--- src/rtl/nor_burst_pkg.sv ---
package nor_burst_pkg;

  localparam int unsigned LAT_CODE_W = 3;
  localparam int unsigned LAT_MIN    = 2;
  localparam int unsigned LAT_MAX    = 5;

  typedef enum logic [1:0] {
    PH_IDLE   = 2'd0,
    PH_LAT    = 2'd1,
    PH_STREAM = 2'd2,
    PH_STALL  = 2'd3
  } phase_t;

  // Strobes from control to datapath.
  typedef struct packed {
    logic capture;   // load start address
    logic advance;   // present word at current address, step address
    logic drive;     // bus is driven this cycle
  } strobe_t;

  // Clamp a latency code to its effective clock count.
  function automatic logic [LAT_CODE_W-1:0] effLatency(input logic [LAT_CODE_W-1:0] code);
    if (code >= LAT_CODE_W'(LAT_MIN) && code <= LAT_CODE_W'(LAT_MAX))
      return code;
    return LAT_CODE_W'(LAT_MAX);
  endfunction

endpackage

--- src/rtl/nor_burst_ctrl.sv ---
module nor_burst_ctrl
  import nor_burst_pkg::*;
(
  input  logic                  clk,
  input  logic                  rstN,
  input  logic                  ceN,
  input  logic                  advN,
  input  logic [LAT_CODE_W-1:0] latCode,
  input  logic                  rowStart,
  output strobe_t               strb,
  output logic                  waitAct
);

  phase_t                phase, phaseNxt;
  logic [LAT_CODE_W-1:0] cnt, cntNxt;
  logic [LAT_CODE_W-1:0] latReg, latNxt;
  logic                  advanceNxt, captureNxt;

  always_comb begin
    phaseNxt   = phase;
    cntNxt     = cnt;
    latNxt     = latReg;
    advanceNxt = 1'b0;
    captureNxt = 1'b0;
    if (ceN) begin
      phaseNxt = PH_IDLE;
      cntNxt   = '0;
    end else if (!advN) begin
      captureNxt = 1'b1;
      latNxt     = effLatency(latCode);
      cntNxt     = effLatency(latCode);
      phaseNxt   = PH_LAT;
    end else begin
      unique case (phase)
        PH_LAT, PH_STALL: begin
          if (cnt == LAT_CODE_W'(1)) begin
            advanceNxt = 1'b1;
            phaseNxt   = PH_STREAM;
          end else begin
            cntNxt = cnt - LAT_CODE_W'(1);
          end
        end
        PH_STREAM: begin
          if (rowStart) begin
            phaseNxt = PH_STALL;
            cntNxt   = latReg - LAT_CODE_W'(1);
          end else begin
            advanceNxt = 1'b1;
          end
        end
        default: begin
          phaseNxt = PH_IDLE;
        end
      endcase
    end
  end

  always_ff @(posedge clk or negedge rstN) begin
    if (!rstN) begin
      phase  <= PH_IDLE;
      cnt    <= '0;
      latReg <= LAT_CODE_W'(LAT_MAX);
    end else begin
      phase  <= phaseNxt;
      cnt    <= cntNxt;
      latReg <= latNxt;
    end
  end

  always_comb begin
    strb.capture = captureNxt;
    strb.advance = advanceNxt;
    strb.drive   = (phase == PH_STREAM) || (phase == PH_STALL);
    waitAct      = (phase == PH_LAT) || (phase == PH_STALL);
  end

endmodule

--- src/rtl/nor_burst_datapath.sv ---
module nor_burst_datapath
  import nor_burst_pkg::*;
#(
  parameter int unsigned          ADDR_W    = 16,
  parameter int unsigned          DATA_W    = 16,
  parameter int unsigned          ROW_WORDS = 16,
  parameter logic [DATA_W-1:0]    KEY       = 16'h5A3C
) (
  input  logic              clk,
  input  logic              rstN,
  input  logic [ADDR_W-1:0] addrIn,
  input  strobe_t           strb,
  output logic              rowStart,
  output logic [DATA_W-1:0] dqOut
);

  localparam int unsigned OFS_W = $clog2(ROW_WORDS);

  logic [ADDR_W-1:0] addrReg;
  logic [DATA_W-1:0] dataReg;
  logic [DATA_W-1:0] arrayWord;

  // Array model: word is the address, widened or trimmed, XOR a key.
  generate
    if (ADDR_W >= DATA_W) begin : g_trim
      assign arrayWord = addrReg[DATA_W-1:0] ^ KEY;
    end else begin : g_widen
      assign arrayWord = {{(DATA_W-ADDR_W){1'b0}}, addrReg} ^ KEY;
    end
  endgenerate

  always_ff @(posedge clk or negedge rstN) begin
    if (!rstN) begin
      addrReg <= '0;
      dataReg <= '0;
    end else if (strb.capture) begin
      addrReg <= addrIn;
    end else if (strb.advance) begin
      dataReg <= arrayWord;
      addrReg <= addrReg + ADDR_W'(1);
    end
  end

  assign rowStart = (addrReg[OFS_W-1:0] == '0);
  assign dqOut    = strb.drive ? dataReg : '0;

endmodule

--- src/rtl/nor_burst_reader.sv ---
module nor_burst_reader
  import nor_burst_pkg::*;
#(
  parameter int unsigned       ADDR_W    = 16,
  parameter int unsigned       DATA_W    = 16,
  parameter int unsigned       ROW_WORDS = 16,
  parameter logic [DATA_W-1:0] KEY       = 16'h5A3C
) (
  input  logic                  clk,
  input  logic                  rstN,
  input  logic                  ceN,
  input  logic                  advN,
  input  logic [ADDR_W-1:0]     addrIn,
  input  logic [LAT_CODE_W-1:0] latCode,
  input  logic                  waitHigh,
  output logic [DATA_W-1:0]     dqOut,
  output logic                  dqEn,
  output logic                  waitOut
);

  strobe_t strb;
  logic    rowStart;
  logic    waitAct;

  nor_burst_ctrl ctrl_i (
    .clk      (clk),
    .rstN     (rstN),
    .ceN      (ceN),
    .advN     (advN),
    .latCode  (latCode),
    .rowStart (rowStart),
    .strb     (strb),
    .waitAct  (waitAct)
  );

  nor_burst_datapath #(
    .ADDR_W    (ADDR_W),
    .DATA_W    (DATA_W),
    .ROW_WORDS (ROW_WORDS),
    .KEY       (KEY)
  ) dp_i (
    .clk      (clk),
    .rstN     (rstN),
    .addrIn   (addrIn),
    .strb     (strb),
    .rowStart (rowStart),
    .dqOut    (dqOut)
  );

  assign dqEn    = strb.drive;
  assign waitOut = waitAct ~^ waitHigh;

endmodule

--- config.mk ---
export PLATFORM = sky130hd
export DESIGN_NAME = nor_burst_reader
export DESIGN_NICKNAME = d
export VERILOG_FILES = /design/src/rtl/nor_burst_pkg.sv /design/src/rtl/nor_burst_ctrl.sv /design/src/rtl/nor_burst_datapath.sv /design/src/rtl/nor_burst_reader.sv
export SDC_FILE = /design/constraint.sdc
export NUM_CORES = 1
export LEC_CHECK = 0
export BUFFER_PORTS_ARGS = -buffer_cell sky130_fd_sc_hd__buf_2
export CELL_PAD_IN_SITES_DETAIL_PLACEMENT = 1
export CELL_PAD_IN_SITES_GLOBAL_PLACEMENT = 2
export CORE_MARGIN = 1.5
export CORE_UTILIZATION = 36
export DETAILED_ROUTE_END_ITERATION = 10
export PLACE_DENSITY = 0.83
export SYNTH_ARGS = -nofsm -noshare
export SYNTH_HDL_FRONTEND = slang
export SYNTH_SLANG_ARGS = --single-unit
--- constraint.sdc ---
create_clock -name clk -period 3.6 [get_ports clk]
set_input_delay 0.36 -clock clk [delete_from_list [all_inputs] [get_ports clk]]
set_output_delay 0.36 -clock clk [all_outputs]
set_load 0.05 [all_outputs]
==> impl_results.md, run 1 <==
- TritonCTS clock tree: built
- Detail-routed via count per cell: 4.97
- Setup TNS: 0 ps
- Fmax achieved: 472 MHz
- Syn Nets: 269
- Flops & latches, synth: 40
- Post-CTS setup repair buffer count: 0
- Die X: 80.7 um
- Num CTS Buffers: 5
- Routed wl met3: 138 um
- Period minus WS final: 2120 ps
- CP Cell Sequence: and4bb_2, a22o_1, and3_4, a211oi_2, a311oi_2
- Port buffer count: 41
- Synth Warn #: 0
- RSZ-0062 raised after global routing: no
- Vias in the first global route: 1708
- GRT Total Usage: 16.7%
- Clk slew on worst S/H paths: 80 ps
- Top sig layer: met4
- Global-route wire length before repair: 8260 um
- DRT iter0 DRCs: 52
- Vias: 1754
- R2r startpoint: ctrl_i.phase[1]
- WL met2: 2190 um
- Final nets: 306
- Yosys top cell by area: dfrtp_1
- Top-area cell type share of the netlist area: 43.8%
- Reg2reg setup slack: 1480 ps
- Total Wirelength: 4930 um
- M1 wire length: 2560 um
- Fillers: 734
- Power per Cell Area: 492 nW/um2
- Antenna Nets Post-Route: 0
- Area contributors post-synth: dfrtp_1, nand2_1, o21ai_0
- Antenna violations before repair: 0
- GR Overflow Total: 0
- CP Class: reg2reg
- Synth-to-layout area growth: 16.0%
- Worst endpoint required time: 3800 ps
- RR Endpoint: dp_i.addrReg[4]
- Crit path max-delay cell type: dfrtp_1
- Wire per inst: 14.0 um
- Die area: 6510 um2
- Arrival time worst endpoint: 2320 ps
- Period utilization: 58.9%
- Relative slew slack: 40.4%
- Fin. max-slew vios: 0
- Inserted Diodes: 0
- R2R cell count: 5
- DR pass1 iterations: 4
- Asr flop ratio synth: 100%
- Commonest non-fill, non-tap cell in the layout: nand2_1
- Register area share after synthesis: 46.2%
- Setup Viol. Count Final: 0
- # hold bufs at CTS: 0
- Final worst slack: 1480 ps
- Worst vdd ir: 173 uV
- Core area: 5890 um2
- Row count: 28
- Max FO, Critical Path: 21
- CP endpoint kind: flop
- # DRC: 0
- Mapped cell area: 2170 um2
- DP HPWL: 3650 um
- Max_cap viols: 0
- Clk buf depth: 2
- Pleak: 1.20 nW
- Synth Flop Type: dfrtp_1
- WP buf/inv: 0
- GPL Wtd Cong: 0.816
- Worst Clk Skew: 5.10 ps
- CTS H-tree depth: 2
- IO Pins: 42
- DP Worst Slack: 1450 ps
- Placed instance area: 2410 um2
- Top delay family on crit path: compound AO/OA/AOI/OAI gates
- Hold Crit Class: in2async
- Die H: 80.7 um
- Root Driver: clkbuf_8
- Syn Area/Cell: 9.05 um2
- # clock sinks: 40
- Number of flops mapped to enable cells by yosys: 0
- Largest net degree at the start of global routing: 41
- Syn Inst Count: 240
- Critical path's largest stage delay: 630 ps
- Startpoint types: flop
- Distinct cells, synth: 50
- Hold Vio Cnt, Final: 0
- Outcome: finished clean
- Design Area, Final: 2520 um2
- CTS resizes: 0
- Initial Utilization: 36.9%
- Most frequent cells in the layout: nand2_1, buf_2, dfrtp_1, o21ai_0, nor2_1
- Worst slew pin tran: 894 ps
- Share of layout cells above drive strength 1: 23.7%
- Worst skew pair latency: 290 ps
## final cells by class
type / instances / area (um2) / area share [%]
tap: 75 / 93.8 / 3.73
multi-input combinational: 179 / 1060 / 42.2
timing repair buffer: 42 / 213 / 8.45
inverter: 9 / 33.8 / 1.34
clock buffer: 5 / 68.8 / 2.73
clock inverter: 3 / 42.5 / 1.69
sequential: 40 / 1000 / 39.8
## state kept, by name, indices dropped and copies added, names as in the netlist
signal	cells
dp_i.dataReg	16
dp_i.addrReg	16
ctrl_i.cnt	3
ctrl_i.phase	2
ctrl_i.latReg	3
## worst max-delay path by stage
stage,slack [ps],cells after the start,startpoint,end
6_report,1480,5,ctrl_i.phase[1],dp_i.addrReg[4]
5_1_grt,1230,7,dp_i.addrReg[0],dp_i.dataReg[14]
4_1_cts,1430,6,dp_i.addrReg[0],dp_i.dataReg[14]
3_5_place_dp,1450,6,dp_i.addrReg[0],dp_i.dataReg[14]
3_3_place_gp,1480,6,dp_i.addrReg[0],dp_i.dataReg[3]
2_1_floorplan,1820,7,dp_i.addrReg[0],dp_i.addrReg[4]
## layer usage
metal | up-vias | global-route usage [%]
li1 | 887 | -
met1 | 831 | 24.5
met2 | 32 | 25.0
met3 | 4 | 3.41
met4 | 0 | 4.14
met5 | - | 0
## synthesized netlist by cell type, types with 3 or more instances
master / number
o21ai_0: 22
nand2b_1: 3
nor2_1: 20
nor3_1: 6
clkbuf_1: 6
and2_1: 16
buf_2: 3
ha_1: 5
a21oi_1: 7
dfrtp_1: 38
inv_1: 9
a211oi_1: 4
nand3_1: 5
xor2_1: 3
nand2_1: 44
and4_1: 3
xnor2_1: 6
buf_6: 3
## logic make-up after synthesis
group           after synthesis  synth area share [%]
compound gates               51                  15.5
xor+xnor                      9                  3.63
fa+ha+maj                     5                  2.88
buf+inv                      21                  4.84
flops                        40                  46.2
simple gates                114                  27.0
## where the power goes
| part | leakage (nW) | internal [mW] | total, mW | switching, mW |
|---|---|---|---|---|
| logic | 0.652 | 0.0947 | 0.223 | 0.128 |
| registers | 0.493 | 0.562 | 0.647 | 0.0842 |
| clock network | 0.0541 | 0.205 | 0.369 | 0.164 |
## metrics by stage
step	utilization (%)	power, mW	hold slack (ps)	cells
after floorplan	-	0.800	64.4	240
after global placement	40.9	0.870	454	345
after detailed placement	40.9	0.885	457	345
after CTS	42.8	1.26	224	353
after global routing	42.8	1.33	238	353
final	42.8	1.24	188	353
No activity file was read; power rests on OpenSTA's default activity.
==> run 2, diff against run 1 <==
Settings changed: CORE_UTILIZATION 36 to 30, PLACE_DENSITY 0.83 to 0.73.
Clock period 3.6 ns to 1.9 ns, I/O delays scaled along.
==> run 2 against run 1 <==
Net effect: wire length increased by 11%; clock skew up 3.0 ps; setup slack lost 1400 ps; critical path type unchanged; largest cell class unchanged.
==> impl_results.md, run 2 (synthesis gave the netlist of run 1 again) <==
- DP Worst Slack: -31.3 ps (-1480 ps)
- Hold Vio Cnt, Final: 0 (unchanged)
- Antenna violations before repair: 0 (unchanged)
- Worst slew pin tran: 510 ps (-384 ps)
- TritonCTS clock tree: built
- Final nets: 320 (+4.6%)
- Fin. max-slew vios: 0 (unchanged)
- CTS H-tree depth: 2 (unchanged)
- CP endpoint kind: flop
- Worst endpoint required time: 2060 ps (-1740 ps)
- Clk slew on worst S/H paths: 80 ps (about the same)
- Detail-routed via count per cell: 4.58 (-7.9%)
- Outcome: finished clean
- Total Wirelength: 5480 um (+11%)
- Global-route wire length before repair: 9030 um (+9.3%)
- Num CTS Buffers: 5 (unchanged)
- Fillers: 845 (+15%)
- Fmax achieved: 538 MHz (+14%)
- Inserted Diodes: 0 (unchanged)
- Vias: 1776 (+1.3%)
- Design Area, Final: 2690 um2 (+6.9%)
- DRT iter0 DRCs: 61 (+17%)
- GR Overflow Total: 0 (unchanged)
- Vias in the first global route: 1797 (+5.2%)
- Hold Crit Class: in2reg
- Arrival time worst endpoint: 2020 ps (-300 ps)
- Max_cap viols: 0 (unchanged)
- Power per Cell Area: 896 nW/um2 (+82%)
- IO Pins: 42 (unchanged)
- Synth-to-layout area growth: 23.9%
- Worst skew pair latency: 290 ps (about the same)
- Period minus WS final: 1860 ps (-260 ps)
- Worst hold slack: 97.9 ps (-89.7 ps)
- Startpoint types: flop
- Total power: 2.41 mW (+95%)
- Commonest non-fill, non-tap cell in the layout: nand2_1
- Final worst slack: 41.1 ps (-1440 ps)
- Die X: 88.1 um (+9.2%)
- Port buffer count: 41 (unchanged)
- Setup Viol. Count Final: 0 (unchanged)
- Seq. cell area: 1000 um2 (unchanged)
- Worst Clk Skew: 8.08 ps (+2.98 ps)
- DR pass1 iterations: 4 (unchanged)
- Setup TNS: 0 ps (unchanged)
- RSZ-0062 raised after global routing: yes
- GPL Wtd Cong: 0.824 (+0.99%)
- Share of layout cells above drive strength 1: 29.1% (+5.4 points)
- Pleak: 1.28 nW (+6.5%)
- Worst vdd ir: 242 uV (+41%)
- Max FO, Critical Path: 6 (-71%)
- DP HPWL: 4020 um (+10%)
- Root Driver: clkbuf_8
- Top flop regs: dp_i.addrReg x16, dp_i.dataReg x16
- Row count: 30 (+7.1%)
- Die H: 88.1 um (+9.2%)
- Placed instance area: 2520 um2 (+4.8%)
- Die area: 7760 um2 (+19%)
- # DRC: 0 (unchanged)
- Largest net degree at the start of global routing: 41 (unchanged)
- Relative slew slack: 66.0% (+26 points)
- # clock sinks: 40 (unchanged)
- Antenna Nets Post-Route: 0 (unchanged)
- Most frequent cells in the layout: nand2_1, buf_2, dfrtp_1, o21ai_0, nor2_1
- GRT Total Usage: 15.4% (-1.3 points)
- Initial Utilization: 31.4% (-5.5 points)
- Core area: 6910 um2 (+17%)
- Clk buf depth: 2 (unchanged)
- CP Class: reg2reg
- Area of the multi-input gates: 1090 um2 (+2.9%)
- Period utilization: 97.8% (+39 points)
- Wire per inst: 14.1 um (+1.2%)
run 2: where the power goes:
part           leakage (nW)  switching (mW)  internal (mW)
combinational         0.731           0.278          0.219
sequential            0.493           0.145           1.07
clock                0.0541           0.314          0.389
run 2: path summary, 6_finish.rpt:
kind,start,end,slack (ps),cells after the start
min in group asynchronous,rstN,ctrl_i.cnt[0],490,3
max reg2reg,dp_i.addrReg[0],dp_i.addrReg[4],40,7
max,dp_i.addrReg[0],dp_i.addrReg[4],40,7
min reg2reg,dp_i.dataReg[15],dp_i.dataReg[15],470,2
min,addrIn[14],dp_i.addrReg[14],100,3
max in group asynchronous,rstN,ctrl_i.latReg[2],1050,3
run 2: routing by layer:
metal | up-vias | share of wire, % | GRT usage (%)
met5 | - | 0 | 0
met4 | 0 | 1.2 | 4.69
met3 | 5 | 3.0 | 2.83
met2 | 35 | 41 | 22.0
met1 | 825 | 54 | 23.5
li1 | 911 | - | -
run 2: area by class of cell:
class                   instances  area share (%)
clock buffers                   5            2.56
clock inverters                 3            1.58
inverters                       9            1.26
multi-input cells             179            40.7
flip-flops and latches         40            37.3
well taps                      96            4.46
repair buffers                 56            12.2
run 2: what timing repair did:
item                                    CTS  global route
hold buffers                              1             0
buffers inserted                          0             1
endpoints found under the setup margin    6            10
gates resized for setup                   2             9
pin swaps                                 2             3
endpoints found under the hold margin    38             0
run 2: worst max-delay path: stages (launching register included):
cell and delay, ps:
dfrtp_1 390, inv_2 60, ha_1 140, or3b_4 400, a22o_4 270, and3_4 210, a211oi_2 200, a311oi_2 50
run 2: per-stage QoR:
stage	utilization (%)	instances
after floorplan	-	240
after global placement	36.5	378
after detailed placement	36.5	378
after CTS	38.4	387
after global routing	39.0	388
final	39.0	388
